File: src/rtl/twi_ctrl_pkg.sv
// Package: bit positions and widths shared by the two-wire control logic.
// Assumes an 8-bit control register; the bit order is decoded by software.
package twi_ctrl_pkg;
    localparam int unsigned CTL_W   = 8;
    localparam int unsigned B_FLAG  = 7;
    localparam int unsigned B_ACKEN = 6;
    localparam int unsigned B_START = 5;
    localparam int unsigned B_STOP  = 4;
    localparam int unsigned B_WCOL  = 3;
    localparam int unsigned B_RSVD  = 1;
    localparam int unsigned B_EN    = 2;
    localparam int unsigned B_IE    = 0;
    // Bits loaded directly from a control write.
    localparam logic [CTL_W-1:0] WR_MASK = 8'b0111_0101;

    typedef struct packed {
        logic own;
        logic gcall;
        logic rxb;
    } ack_ev_t;
endpackage

File: src/rtl/twi_ctrl_flag.sv
// Module: service flag and launch pulse.
// Sets the flag on job completion and clears it on a write-one. A hardware set
// in the same cycle as a clear wins. Emits a registered one-cycle launch pulse
// when the flag is cleared with the enable bit written as one.
module twi_ctrl_flag (
    input  logic clk,
    input  logic rst_n,
    input  logic set_i,
    input  logic clr_i,
    input  logic launch_ok_i,
    output logic flag_o,
    output logic go_o
);
    logic flag_q;
    logic go_q;

    // Flag register: the set has priority over the software clear.
    always_ff @(posedge clk) begin
        if (!rst_n)      flag_q <= 1'b0;
        else if (set_i)  flag_q <= 1'b1;
        else if (clr_i)  flag_q <= 1'b0;
    end

    // Launch pulse: one cycle, only when a set flag is cleared with enable on.
    always_ff @(posedge clk) begin
        if (!rst_n) go_q <= 1'b0;
        else        go_q <= clr_i & flag_q & launch_ok_i;
    end

    assign flag_o = flag_q;
    assign go_o   = go_q;
endmodule

File: src/rtl/twi_ctrl_ack.sv
// Module: acknowledge decision.
// Turns receive events into a registered valid pulse and an ACK/NACK bit.
// Assumes the bus engine pulses at most one event class per byte.
module twi_ctrl_ack
    import twi_ctrl_pkg::*;
(
    input  logic    clk,
    input  logic    rst_n,
    input  ack_ev_t ev_i,
    input  logic    ack_en_i,
    input  logic    gc_en_i,
    output logic    valid_o,
    output logic    ack_o
);
    logic any_ev;
    logic qualify;
    logic valid_q;
    logic ack_q;

    // Decision: ACK needs ack enable and one qualifying event.
    always_comb begin
        any_ev  = ev_i.own | ev_i.gcall | ev_i.rxb;
        qualify = ev_i.own | ev_i.rxb | (ev_i.gcall & gc_en_i);
    end

    // Output register: pulse valid with the decided bit.
    always_ff @(posedge clk) begin
        if (!rst_n) begin
            valid_q <= 1'b0;
            ack_q   <= 1'b0;
        end else begin
            valid_q <= any_ev;
            ack_q   <= any_ev & ack_en_i & qualify;
        end
    end

    assign valid_o = valid_q;
    assign ack_o   = ack_q;
endmodule

File: src/rtl/twi_ctrl_wcol.sv
// Module: write-collision tracker.
// Sets on a data write made while the flag is clear; clears on a data write
// made while the flag is set. Holds otherwise.
module twi_ctrl_wcol (
    input  logic clk,
    input  logic rst_n,
    input  logic dat_wr_i,
    input  logic flag_i,
    output logic wcol_o
);
    logic wcol_q;

    // Collision state update on data-register writes only.
    always_ff @(posedge clk) begin
        if (!rst_n)        wcol_q <= 1'b0;
        else if (dat_wr_i) wcol_q <= ~flag_i;
    end

    assign wcol_o = wcol_q;
endmodule

File: src/rtl/twi_ctrl_core.sv
// Module: top of the two-wire control and acknowledge logic.
// Holds the writable control bits, assembles the readback byte and gates the
// interrupt. Assumes single-cycle write strobes from the CPU bus.
module twi_ctrl_core
    import twi_ctrl_pkg::*;
(
    input  logic             clk,
    input  logic             rst_n,
    input  logic             ctl_wr,
    input  logic [CTL_W-1:0] wr_data,
    input  logic             dat_wr,
    input  logic             glb_irq_en,
    input  logic             gc_enable,
    input  logic             job_done,
    input  logic             own_addr_hit,
    input  logic             gen_call_hit,
    input  logic             rx_byte_done,
    output logic [CTL_W-1:0] ctl_rdata,
    output logic             irq,
    output logic             go_pulse,
    output logic             scl_stretch,
    output logic             start_req,
    output logic             stop_req,
    output logic             core_en,
    output logic             ack_valid,
    output logic             ack_bit
);
    logic [CTL_W-1:0] cfg_q;
    logic             flag;
    logic             wcol;
    ack_ev_t          ev;

    // Writable configuration bits, one register per masked position.
    for (genvar i = 0; i < CTL_W; i++) begin : g_cfg
        if (WR_MASK[i]) begin : g_wr
            // Load the bit on a control write.
            always_ff @(posedge clk) begin
                if (!rst_n)      cfg_q[i] <= 1'b0;
                else if (ctl_wr) cfg_q[i] <= wr_data[i];
            end
        end else begin : g_ro
            assign cfg_q[i] = 1'b0;
        end
    end

    twi_ctrl_flag u_flag (
        .clk        (clk),
        .rst_n      (rst_n),
        .set_i      (job_done),
        .clr_i      (ctl_wr & wr_data[B_FLAG]),
        .launch_ok_i(wr_data[B_EN]),
        .flag_o     (flag),
        .go_o       (go_pulse)
    );

    twi_ctrl_wcol u_wcol (
        .clk     (clk),
        .rst_n   (rst_n),
        .dat_wr_i(dat_wr),
        .flag_i  (flag),
        .wcol_o  (wcol)
    );

    // Gather the receive events into one record.
    always_comb begin
        ev.own   = own_addr_hit;
        ev.gcall = gen_call_hit;
        ev.rxb   = rx_byte_done;
    end

    twi_ctrl_ack u_ack (
        .clk     (clk),
        .rst_n   (rst_n),
        .ev_i    (ev),
        .ack_en_i(cfg_q[B_ACKEN]),
        .gc_en_i (gc_enable),
        .valid_o (ack_valid),
        .ack_o   (ack_bit)
    );

    // Readback byte and outward control signals.
    always_comb begin
        ctl_rdata         = cfg_q;
        ctl_rdata[B_FLAG] = flag;
        ctl_rdata[B_WCOL] = wcol;
        ctl_rdata[B_RSVD] = 1'b0;
        irq               = flag & cfg_q[B_IE] & glb_irq_en;
        scl_stretch       = flag;
        start_req         = cfg_q[B_START];
        stop_req          = cfg_q[B_STOP];
        core_en           = cfg_q[B_EN];
    end
endmodule

File: config.mk
export PLATFORM = sky130hd
export DESIGN_NAME = twi_ctrl_core
export DESIGN_NICKNAME = d
export VERILOG_FILES = /design/src/rtl/twi_ctrl_pkg.sv /design/src/rtl/twi_ctrl_flag.sv /design/src/rtl/twi_ctrl_ack.sv /design/src/rtl/twi_ctrl_wcol.sv /design/src/rtl/twi_ctrl_core.sv
export SDC_FILE = /design/constraint.sdc
export NUM_CORES = 1
export LEC_CHECK = 0
export BUFFER_PORTS_ARGS = -buffer_cell sky130_fd_sc_hd__buf_4
export CAP_MARGIN = 40
export CORE_AREA = 5 5 42 44
export DETAILED_ROUTE_END_ITERATION = 8
export DIE_AREA = 0 0 47 49
export PLACE_DENSITY_LB_ADDON = 0.25
export SYNTH_ARGS = -nofsm -noshare
export SYNTH_HDL_FRONTEND = slang
export SYNTH_SLANG_ARGS = --single-unit
File: constraint.sdc
create_clock -name clk -period 0.8 [get_ports clk]
set_input_delay 0.04 -clock clk [delete_from_list [all_inputs] [get_ports clk]]
set_output_delay 0.04 -clock clk [all_outputs]
set_load 0.05 [all_outputs]
==> qor.yml <==
synthSimpleGateAreaFrac_pct: 15.76
postRouteAntennaNets: 0
dpl.hpwl_um: 773.4
synth_mux_area_share_pct: 9.169
drc: 0
violations: "negative setup slack"
fillers: 131
seq_area_frac_synth_pct: 45.85
drive_above_1_share_pct: 68.92
worstSetupPathType: "reg -> out"
clk_root_buffer_cell: "clkbuf_4"
synth_compound_area_share_pct: 11.17
synthXorXnorAreaFrac_pct: 0
irDropWorstVdd_mv: 1.010
synth_area_um2: 436.7
power.density_mw_per_mm2: 1642
postSynthAreaPerCell_um2: 10.16
rsz0062_at_grt: "true"
die_w_um: 47
via_per_inst: 4.422
gp_congestion: 0.6121
path_clk_slew_ns: 0.07
clockBufferDepth: 2
start_kind: "flip-flop"
post-route-util_pct: 57.68
dp_worst_setup_slack_ns: 0.05464
p_leak_nw: 0.3828
synth-adder-area-share_pct: 0
overflow: 0
hold_viol_final: 0
regArea_um2: 222.7
clock_latency_ns: 0.26
drtIter0Drc: 0
core-area_mm2: 0.001401
fin_setup_tns_ns: -0.4793
crit_fanout: 3
hp-class: "in -> reg"
crit_path_end_kind: "output pin"
dpl_cell_area_um2: 620.6
fin_crit_ns: 0.9741
finClkSkew_ns: 0.0003128
ios: 34
multiInputGateArea_um2: 170.2
post-route-worst-setup-slack_ns: -0.1741
max_freq_mhz: 1027
final_cells: 90
antennaDiodeCount: 0
synthToLayoutAreaGrowth_pct: 85.10
drt-total-wl_um: 1030
stdcell_area_um2: 808.3
outcome: "finished, violations left"
cp_data_arrival_time_ns: 0.93
worstPathRequired_ns: 0.76
numCtsBuffers: 3
maxCapViolCount: 0
cts_sinks: 10
finalNetCount: 93
netlist_instances: 43
synth_top_family_by_area: "buffers and inverters"
start_util_pct: 31.16
maxSlewViolCount: 0
finalPower_mw: 1.327
setup_violations: 10
grt_max_degree: 11
io_buffer_count: 30
cts-htree-levels: 1
finalCritPeriodShare_pct: 121.8
dieArea_mm2: 0.002303
wl_per_cell_um: 11.44
grt_usage_pct: 10.57
fin_hold_ws_ns: 0.01093
syn-num-nets: 61
cts_tree: "yes"
dr.pass1.iters: 1
yosysWarnings: 0
first_global_vias: 442
via_count: 398
dp_cells: 80
die_h_um: 49
antenna_found_initial: 0
rows: 14
ys_types: 18
synth_seq_cells: 10
grt_pass1_wl_um: 1759
## synthesized netlist by cell type
| master | number | share of area (%) |
|---|---|---|
| a31oi_1 | 1 | 1.4 |
| nor2b_1 | 4 | 5.7 |
| and3_1 | 1 | 1.4 |
| nand2_1 | 3 | 2.6 |
| nor2_1 | 2 | 1.7 |
| nand3_1 | 1 | 1.1 |
| buf_6 | 1 | 2.6 |
| a21boi_2 | 1 | 2.6 |
| mux2i_1 | 4 | 9.2 |
| o21ai_0 | 1 | 1.1 |
| o211a_1 | 1 | 2.3 |
| conb_1 | 1 | 0.86 |
| inv_1 | 1 | 0.86 |
| nand2b_4 | 1 | 3.2 |
| dfxtp_1 | 10 | 46 |
| buf_4 | 8 | 14 |
| o31a_1 | 1 | 2.0 |
| a211oi_1 | 1 | 1.7 |
## worst paths after layout
path | endpoint | start | slack (ns) | cells after the start
worst max-delay path | irq | u_flag.flag_o$_SDFFE_PN0P_ | -0.17 | 2
worst min-delay path | u_ack.valid_o$_SDFF_PN0_ | own_addr_hit | 0.01 | 2
worst max register to register | u_flag.flag_o$_SDFFE_PN0P_ | u_flag.flag_o$_SDFFE_PN0P_ | 0.04 | 3
worst min register to register | u_wcol.wcol_o$_SDFFE_PN0P_ | u_wcol.wcol_o$_SDFFE_PN0P_ | 0.52 | 1
## logic make-up after synthesis
family | count (synthesis)
multiplexers | 4
flip-flops | 10
buffers and inverters | 10
AND/OR/NAND/NOR | 12
AO/OA/AOI/OAI | 6
other | 1
## power breakdown
part           total (mW)  switching, mW  internal [mW]
Sequential          0.551         0.0258          0.525
Combinational       0.423          0.226          0.197
Clock               0.353          0.161          0.192
Total                1.33          0.413          0.914
## worst max-delay path: stages (launching register included)
cell and delay, ns:
dfxtp_4 0.35, and3_4 0.18, buf_8 0.14
## cell type report
type	instances	area share, %
sequential	10	27.55
clock buffer	4	3.251
tap	16	2.477
inverter	1	0.4644
multi-input combinational	23	21.05
timing repair buffer	36	45.20
## flip-flops by register name, indices dropped and copies added, names as in the netlist
name,count
core_en,1
ctl_rdata,2
start_req,1
stop_req,1
u_ack.ack_o,1
u_ack.valid_o,1
u_flag.flag_o,1
u_flag.go_o,1
u_wcol.wcol_o,1
## routing by layer
metal  vias to the layer above  part of all wire [%]  track usage [%]
li1                        196                     -                -
met1                       182                    36            10.79
met2                        18                    54            17.87
met3                         2                   9.2            3.690
met4                         0                  0.78            5.530
met5                         -                     0                0
## placed cells by master, fill, tap and decap left out
master          n
o31a_1          1
and3_4          1
o21ai_2         1
dfxtp_4         4
nand3_1         1
clkbuf_1        1
buf_8           9
inv_1           1
dfxtp_2         6
a31oi_1         1
mux2i_1         4
nor2_1          2
a211oi_1        1
clkbuf_4        3
nand2_1         3
a21boi_2        1
dlygate4sd3_1   2
conb_1          1
nor2b_1         4
buf_6           6
o211a_1         1
buf_4          19
nand2b_4        1
## what timing repair did
action / in CTS / in global routing
pin swaps: 1 / 0
setup endpoints to repair: 15 / 17
hold buffers: 2 / 0
hold endpoints to repair: 2 / 0
buffers inserted: 4 / 0
resized for setup: 27 / 8
No activity file was read; power rests on OpenSTA's default activity.
